==> config.mk <==
export PLATFORM = sky130hd
export DESIGN_NAME = pwstat_monitor
export DESIGN_NICKNAME = d
export VERILOG_FILES = /design/src/rtl/pwstat_pkg.sv /design/src/rtl/pwstat_sync.sv /design/src/rtl/pwstat_phase_fsm.sv /design/src/rtl/pwstat_extreme.sv /design/src/rtl/pwstat_monitor.sv
export SDC_FILE = /design/constraint.sdc
export NUM_CORES = 1
export LEC_CHECK = 0
export BUFFER_PORTS_ARGS = -buffer_cell sky130_fd_sc_hd__buf_4
export CAP_MARGIN = 20
export CORE_MARGIN = 1
export CORE_UTILIZATION = 40
export CTS_BUF_LIST = sky130_fd_sc_hd__clkbuf_16
export CTS_CLUSTER_DIAMETER = 60
export CTS_CLUSTER_SIZE = 16
export DETAILED_ROUTE_END_ITERATION = 12
export PLACE_DENSITY = 0.62
export RECOVER_POWER = 25
export SLEW_MARGIN = 30
export SYNTH_ARGS = -nofsm -noshare
export SYNTH_HDL_FRONTEND = slang
export SYNTH_SLANG_ARGS = --single-unit
==> constraint.sdc <==
create_clock -name clk -period 2.2 [get_ports clk]
set_clock_uncertainty 0.2 [all_clocks]
set_input_delay 0.11 -clock clk [delete_from_list [all_inputs] [get_ports clk]]
set_output_delay 0.11 -clock clk [all_outputs]
set_load 0.05 [all_outputs]
==> src/rtl/pwstat_pkg.sv <==
package pwstat_pkg;

    // Tracking states of the phase state machine
    typedef enum logic [2:0] {
        ST_ARM       = 3'd0,  // one cycle to read the current level after reset/clear
        ST_SKIP_HIGH = 3'd1,  // discarding a partial high phase
        ST_SKIP_LOW  = 3'd2,  // discarding a partial low phase
        ST_MEAS_HIGH = 3'd3,  // counting a high phase
        ST_MEAS_LOW  = 3'd4   // counting a low phase
    } phase_state_e;

    localparam int PH_HIGH = 0;
    localparam int PH_LOW  = 1;
    localparam int PH_NUM  = 2;

endpackage

==> src/rtl/pwstat_sync.sv <==
module pwstat_sync #(
    parameter int STAGES = 2
) (
    input  logic clk,
    input  logic rst_n,
    input  logic din,
    output logic dout
);
    logic [STAGES-1:0] chain_q;

    generate
        if (STAGES == 1) begin : g_single
            always_ff @(posedge clk or negedge rst_n) begin
                if (!rst_n) chain_q <= '0;
                else        chain_q <= din;
            end
        end else begin : g_multi
            always_ff @(posedge clk or negedge rst_n) begin
                if (!rst_n) chain_q <= '0;
                else        chain_q <= {chain_q[STAGES-2:0], din};
            end
        end
    endgenerate

    assign dout = chain_q[STAGES-1];
endmodule

==> src/rtl/pwstat_phase_fsm.sv <==
module pwstat_phase_fsm
    import pwstat_pkg::*;
#(
    parameter int CNT_W = 8
) (
    input  logic             clk,
    input  logic             rst_n,
    input  logic             clr,
    input  logic             lvl,
    output logic             commit_high,
    output logic             commit_low,
    output logic [CNT_W-1:0] width
);
    localparam logic [CNT_W-1:0] CNT_ONE = CNT_W'(1);
    localparam logic [CNT_W-1:0] CNT_TOP = {CNT_W{1'b1}};

    phase_state_e     state_q, state_d;
    logic [CNT_W-1:0] cnt_q, cnt_d;
    logic [CNT_W-1:0] cnt_sat;

    assign cnt_sat = (cnt_q == CNT_TOP) ? CNT_TOP : cnt_q + CNT_ONE;

    // Next-state and counter update
    always_comb begin
        state_d = state_q;
        cnt_d   = cnt_q;
        unique case (state_q)
            ST_ARM: begin
                state_d = lvl ? ST_SKIP_HIGH : ST_SKIP_LOW;
            end
            ST_SKIP_HIGH: begin
                if (!lvl) begin
                    state_d = ST_MEAS_LOW;
                    cnt_d   = CNT_ONE;
                end
            end
            ST_SKIP_LOW: begin
                if (lvl) begin
                    state_d = ST_MEAS_HIGH;
                    cnt_d   = CNT_ONE;
                end
            end
            ST_MEAS_HIGH: begin
                if (lvl) begin
                    cnt_d = cnt_sat;
                end else begin
                    state_d = ST_MEAS_LOW;
                    cnt_d   = CNT_ONE;
                end
            end
            ST_MEAS_LOW: begin
                if (!lvl) begin
                    cnt_d = cnt_sat;
                end else begin
                    state_d = ST_MEAS_HIGH;
                    cnt_d   = CNT_ONE;
                end
            end
            default: begin
                state_d = ST_ARM;
                cnt_d   = '0;
            end
        endcase
    end

    // State register
    always_ff @(posedge clk or negedge rst_n) begin
        if (!rst_n) begin
            state_q <= ST_ARM;
            cnt_q   <= '0;
        end else if (clr) begin
            state_q <= ST_ARM;
            cnt_q   <= '0;
        end else begin
            state_q <= state_d;
            cnt_q   <= cnt_d;
        end
    end

    // Outputs: a phase completes when the level leaves it
    always_comb begin
        commit_high = 1'b0;
        commit_low  = 1'b0;
        unique case (state_q)
            ST_MEAS_HIGH: commit_high = !lvl && !clr;
            ST_MEAS_LOW:  commit_low  = lvl && !clr;
            default: begin
                commit_high = 1'b0;
                commit_low  = 1'b0;
            end
        endcase
    end

    assign width = cnt_q;
endmodule

==> src/rtl/pwstat_extreme.sv <==
module pwstat_extreme #(
    parameter int CNT_W      = 8,
    parameter int BOUNCE_MAX = 2,
    parameter int DROP_MIN   = 10
) (
    input  logic             clk,
    input  logic             rst_n,
    input  logic             clr,
    input  logic             commit,
    input  logic [CNT_W-1:0] width,
    output logic [CNT_W-1:0] min_o,
    output logic [CNT_W-1:0] max_o,
    output logic             short_hit,
    output logic             long_hit
);
    localparam logic [CNT_W-1:0] SHORT_LIM = CNT_W'(BOUNCE_MAX);
    localparam logic [CNT_W-1:0] LONG_LIM  = CNT_W'(DROP_MIN);

    always_ff @(posedge clk or negedge rst_n) begin
        if (!rst_n) begin
            min_o <= '1;
            max_o <= '0;
        end else if (clr) begin
            min_o <= '1;
            max_o <= '0;
        end else if (commit) begin
            if (width < min_o) min_o <= width;
            if (width > max_o) max_o <= width;
        end
    end

    assign short_hit = commit && (width <= SHORT_LIM);
    assign long_hit  = commit && (width > LONG_LIM);
endmodule

==> src/rtl/pwstat_monitor.sv <==
module pwstat_monitor
    import pwstat_pkg::*;
#(
    parameter int CNT_W       = 8,
    parameter int SYNC_STAGES = 2,
    parameter int BOUNCE_MAX  = 2,
    parameter int DROP_MIN    = 10
) (
    input  logic             clk,
    input  logic             rst_n,
    input  logic             clr_stats,
    input  logic             strobe_in,
    output logic [CNT_W-1:0] min_high,
    output logic [CNT_W-1:0] max_high,
    output logic [CNT_W-1:0] min_low,
    output logic [CNT_W-1:0] max_low,
    output logic             bounce_flag,
    output logic             dropout_flag
);
    logic             lvl;
    logic             commit_high, commit_low;
    logic [CNT_W-1:0] width;
    logic [PH_NUM-1:0] commit_vec, short_vec, long_vec;
    logic [CNT_W-1:0] min_arr [PH_NUM];
    logic [CNT_W-1:0] max_arr [PH_NUM];
    logic             bounce_q, dropout_q;

    pwstat_sync #(.STAGES(SYNC_STAGES)) u_sync (
        .clk  (clk),
        .rst_n(rst_n),
        .din  (strobe_in),
        .dout (lvl)
    );

    pwstat_phase_fsm #(.CNT_W(CNT_W)) u_fsm (
        .clk        (clk),
        .rst_n      (rst_n),
        .clr        (clr_stats),
        .lvl        (lvl),
        .commit_high(commit_high),
        .commit_low (commit_low),
        .width      (width)
    );

    assign commit_vec[PH_HIGH] = commit_high;
    assign commit_vec[PH_LOW]  = commit_low;

    generate
        for (genvar g = 0; g < PH_NUM; g++) begin : g_phase
            pwstat_extreme #(
                .CNT_W     (CNT_W),
                .BOUNCE_MAX(BOUNCE_MAX),
                .DROP_MIN  (DROP_MIN)
            ) u_ext (
                .clk      (clk),
                .rst_n    (rst_n),
                .clr      (clr_stats),
                .commit   (commit_vec[g]),
                .width    (width),
                .min_o    (min_arr[g]),
                .max_o    (max_arr[g]),
                .short_hit(short_vec[g]),
                .long_hit (long_vec[g])
            );
        end
    endgenerate

    always_ff @(posedge clk or negedge rst_n) begin
        if (!rst_n) begin
            bounce_q  <= 1'b0;
            dropout_q <= 1'b0;
        end else if (clr_stats) begin
            bounce_q  <= 1'b0;
            dropout_q <= 1'b0;
        end else begin
            bounce_q  <= bounce_q  | (|short_vec);
            dropout_q <= dropout_q | (|long_vec);
        end
    end

    assign min_high     = min_arr[PH_HIGH];
    assign max_high     = max_arr[PH_HIGH];
    assign min_low      = min_arr[PH_LOW];
    assign max_low      = max_arr[PH_LOW];
    assign bounce_flag  = bounce_q;
    assign dropout_flag = dropout_q;
endmodule

==> Word-level counts from Yosys, hierarchy flattened <==
Cells that the tools add are included.
{ "totals": {"register_bits": 47, "input_bits": 4, "wordCells": 81} }
{ "classes": {"n_addsub": 1, "n_lt_le_gt_ge": 6, "n_eq_ne": 10, "n_mux": 28, "bitwise": 2, "reduce_logical": 25} }
{ "ops": {"columns": ["op", "n"], "rows": [
  ["$mux 8", 18],
  ["$pmux 8 s5", 1],
  ["$gt 8x8->1", 2],
  ["$lt 8x8->1", 2],
  ["$reduce_bool 2->1", 6],
  ["$reduce_and 2->1", 5],
  ["$mux 3", 3],
  ["$ne 3x3->1 const B", 3],
  ["$pmux 3 s3", 1],
  ["$add 8x1->8 const B", 1],
  ["$eq 8x8->1 const B", 1],
  ["$gt 8x4->1 const B", 1],
  ["$le 8x2->1 const B", 1],
  ["$reduce_or 2->1", 4],
  ["$eq 3x2->1 const B", 2],
  ["$logic_and 1x1->1", 6],
  ["$mux 1", 4],
  ["$eq 3x1->1 const B", 1],
  ["$eq 3x3->1 const B", 1],
  ["$logic_not 3->1", 1],
  ["$ne 3x1->1 const B", 1],
  ["$reduce_and 3->1", 1],
  ["$logic_not 1->1", 2],
  ["$mux 2", 1],
  ["other kinds (2)", 3]
]} }

==> Longest topological paths before layout <==
{ "logic_depth": {"depth_word": 7, "ltp_mapped": 9, "depth_no_buf": 7} }

==> Cells and area by module <==
Synthesis repeated with hierarchy kept, for this count alone.
{ "hier_totals": {"cells_unflattened": 348, "hier_area_um2": 3144.3} }
{ "modules_own_cells": {"columns": ["mod", "n_inst", "cells_per_inst", "area_per_inst_um2", "seq_area_each_um2"], "rows": [
  ["pwstat_extreme", 2, 128, 1154.9, 410.4],
  ["pwstat_phase_fsm", 1, 84, 716.9, 275.3],
  ["pwstat_monitor", 1, 6, 67.6, 50.0],
  ["pwstat_sync", 1, 2, 50.0, 50.0]
]} }

==> Worst setup path before layout <==
Ideal clock, no wire load.
{ "synth_timing": {"kind": "reg2reg", "start": "reg g_phase[0].u_ext.min_o[1]", "end": "reg g_phase[0].u_ext.min_o[0]", "setup_time_ns": 0.075, "arrival_ns": 2.202, "t_required_ns": 1.925, "setup_slack_ns": -0.277, "stages_incl_launch_ff": 7, "path_buffers": 0, "period_less_slack_ns": 2.477, "cell_sequence": "dfstp_2 > inv_1 > ha_1 > a2111oi_4 > nor3_2 > nor4_4 > mux2i_1"} }
{ "synth_between": {"elab_chain_cells": 3} }
{ "synth_lines": {"columns": ["item", "line", "rtl"], "rows": [
  ["from (decl)", "pwstat_extreme.sv:11", "output logic [CNT_W-1:0] min_o,"],
  ["from (signal assigned)", "pwstat_extreme.sv:27", "if (width < min_o) min_o <= width;"],
  ["$lt 8x8->1", "pwstat_extreme.sv:27", null],
  ["$reduce_bool 2->1 (no source line)", null, null],
  ["$reduce_and 2->1 (no source line)", null, null]
]} }
No other way between the ends.
A chain may end at the register's enable or synchronous reset.

==> Final worst setup path <==
{ "layout_timing": {"start": "reg g_phase[0].u_ext.min_o[1]", "end": "reg g_phase[0].u_ext.min_o[5]"} }
The elaborated chain is that of the path after synthesis.

==> summary.log <==
INFO  status         run_status=finished clean
INFO  cells_and_area fin_util=0.544
INFO  power          vdd.ir_drop.worst=0.265mV
INFO  synthesis      syn-cell-area=3070squm
INFO  sta            slew_headroom=0.210
INFO  sta            maxClockFrequency=467MHz
INFO  clock_network  tritoncts=yes
INFO  synthesis      mappedNetlistNets=363
INFO  synthesis      async_flop_share=1.00
INFO  critical_path  timing.critical_path.required=2200ps
INFO  cells_and_area share_of_cells_above_drive_strength_1=0.337
INFO  synthesis      syn-instance-count=327
INFO  sta            min_period_over_period=0.974
INFO  global_route   vias_in_the_first_global_route=2529
INFO  synthesis      synth_cell_types=45
INFO  route          drc_violations_left=0
INFO  clock_network  cts_root_buffer=clkbuf_16
INFO  global_route   gr-total-overflow=0
INFO  global_route   gr-usage-all-layers=0.200
INFO  global_route   antenna_found_initial=0
INFO  route          drtAntennaViolNets=0
INFO  clock_network  cts-htree-levels=2
INFO  synthesis      synth_seq_cells=47
INFO  synthesis      synthFlopType=dfrtp_1
INFO  power          powerDensity=447nW/um^2
INFO  route          routed_wl=7680um
INFO  route          violation_count_after_the_first_detailed_route_iteration=149
INFO  floorplan      placementRows=31
INFO  sta            totalNegativeSetupSlack=0ps
INFO  synthesis      syn_avg_cell_area=9.40squm
INFO  power          p_leak=1.81nW
INFO  cells_and_area nNetsFinal=436
INFO  critical_path  worst-path-max-fanout=6
INFO  floorplan      design.die.area=8040squm
INFO  synthesis      synth-edff-count=0
INFO  sta            final-hold-violation-count=0
INFO  floorplan      chipWidth=89.7um
INFO  floorplan      placeableCoreArea=7330squm
INFO  critical_path  crit_type=reg2reg
INFO  floorplan      die-height=89.7um
INFO  placed_design  io_buffers=37
INFO  cells_and_area flow.area_growth_from_synthesis=29.8%
INFO  sta            grt_setup_unrepaired=yes
INFO  placed_design  place.detailed.hpwl=5570um
INFO  floorplan      initial_core_util=0.419
INFO  power          report.power.total=1.78mW
INFO  global_route   grt_max_degree=48
INFO  clock_network  number_of_sinks_on_the_clock_net=47
INFO  synthesis      yosys_warnings=0
INFO  cells_and_area antenna_cells_inserted=0
INFO  hold_path      min-delay-path-class=reg2reg
INFO  clock_network  tritoncts.num_buffers=5
INFO  critical_path  endpoint_class_of_the_critical_path=register
INFO  critical_path  start_kind=register
INFO  cells_and_area stdcell_area=3990squm
INFO  route          routed-via-count=2674
INFO  synthesis      synth_sequential_area_ratio=0.389
INFO  sta            report.final.setup_viol=0
INFO  clock_network  clk_latency=280ps
INFO  route          wire_per_inst=15.4um
INFO  placed_design  routability_driven_placement_congestion_ratio=0.908
INFO  clock_network  ctsLongestPathBuffers=2
INFO  job            max-cap-violations=0
INFO  clock_network  clkSlewWorstSetupHoldPaths=70ps
INFO  placed_design  placed_cell_area=3720squm
INFO  sta            report.final.slew_viol_count=0
INFO  global_route   first_pass_grt_wire_length=12300um
INFO  sta            fin_crit=2140ps
INFO  floorplan      io_pins=38
INFO  route          drt_first_pass_iters=4
INFO  critical_path  cp_data_arrival_time=2150ps
INFO  sta            worst-slew-pin-transition=1190ps
INFO  route          drt-vias-per-instance=5.35
Yosys cell counts, types with 3 or more instances:
library cell | count | area (sq um)
inv_1 | 34 | 128
nor2_1 | 33 | 124
ha_1 | 32 | 400
dfrtp_1 | 31 | 776
a21oi_1 | 30 | 150
o21ai_0 | 25 | 125
nand3_1 | 20 | 100
dfstp_2 | 16 | 420
mux2i_1 | 16 | 160
clkbuf_1 | 9 | 33.8
o21ai_1 | 9 | 45.0
nand2_1 | 8 | 30.0
nand4_1 | 6 | 37.5
nor2b_1 | 5 | 31.3
a211oi_1 | 3 | 22.5
a22o_1 | 3 | 26.3
and3_1 | 3 | 18.8
o21a_1 | 3 | 22.5
stage by stage:
stage | instances | hold WS, ps | setup WS (ps)
2_1_floorplan | 327 | -386 | -262
3_3_place_gp | 484 | -34.4 | -12.7
3_5_place_dp | 484 | -26.7 | -46.1
4_1_cts | 495 | 167 | 0.386
5_1_grt | 500 | 186 | -37.7
6_report | 500 | 159 | 57.2
placed cells by master (no fill, tap or decap), types with 5 or more instances in the layout:
master and instances:
a21oi_1 30, nor2_1 31, inv_1 32, dfrtp_1 19, ha_1 28, o21ai_0 20, dfrtp_2 12, nand3_1 20
dfstp_2 16, nand4_1 6, buf_4 70, clkbuf_16 5, o21ai_1 14, nor2b_1 5, nand2_1 8, mux2i_1 16
layer usage:
layer	global-route usage	vias to the layer above	routed length, um
li1	-	1315	-
met1	0.287	1286	3630
met2	0.306	65	3660
met3	0.0338	8	298
met4	0.0606	0	84
met5	0	-	0
layout make-up:
cell class | count | area, sq um
clock inverters | 3 | 11.3
multi-input cells | 233 | 1780
well taps | 99 | 124
repair buffers | 79 | 607
flip-flops and latches | 47 | 1210
fillers | 653 | 3340
inverters | 34 | 128
clock buffers | 5 | 125
sequential cells by signal, indices dropped and copies added (netlist names):
register	flops
dropout_flag	1
bounce_flag	1
u_fsm.width	8
g_phase.u_ext.min_o	16
u_sync.chain_q	2
g_phase.u_ext.max_o	16
u_fsm.state_q	3
cells by family (layout without fill, tap and decap cells):
group | Yosys count | after routing | synth area share
AO/OA/AOI/OAI | 86 | 86 | 0.175
flip-flops | 47 | 47 | 0.389
multiplexers | 16 | 16 | 0.0521
buffers and inverters | 47 | 121 | 0.0607
AND/OR/NAND/NOR | 99 | 99 | 0.193
adder cells (fa/ha/maj) | 32 | 32 | 0.130
timing repair:
action	4_1_cts	5_1_grt
gates resized for setup	5	20
endpoints found under the hold margin	35	0
pin swaps	1	11
buffers inserted	0	5
endpoints found under the setup margin	21	32
hold buffers	3	0
critical path, stage by stage (launching register included):
cell	delay, ps
dfstp_2	550
inv_2	50
ha_4	230
a2111oi_4	290
nor3_2	90
nor4_4	260
buf_6	180
mux2i_1	200
report_power, final:
group	leakage, nW	total [mW]	internal (mW)	switching [mW]
Clock	0.0701	0.724	0.410	0.314
Sequential	0.574	0.895	0.879	0.0152
Combinational	1.17	0.164	0.0595	0.105
Total	1.81	1.78	1.35	0.434
final timing paths:
kind | from | endpoint | slack, ps | cells past startpoint
hold reg to reg | u_sync.chain_q[0]$_DFF_PN0_ | u_sync.chain_q[1]$_DFF_PN0_ | 160 | 0
min in group asynchronous | rst_n | u_fsm.state_q[2]$_DFFE_PN0P_ | 410 | 2
hold / removal | u_sync.chain_q[0]$_DFF_PN0_ | u_sync.chain_q[1]$_DFF_PN0_ | 160 | 0
setup reg to reg | g_phase[0].u_ext.min_o[1]$_DFFE_PN1P_ | g_phase[0].u_ext.min_o[5]$_DFFE_PN1P_ | 60 | 7
max in group asynchronous | rst_n | u_fsm.width[4]$_DFFE_PN0P_ | 590 | 2
setup / recovery | g_phase[0].u_ext.min_o[1]$_DFFE_PN1P_ | g_phase[0].u_ext.min_o[5]$_DFFE_PN1P_ | 60 | 7
(Power assumes the default switching activity.)
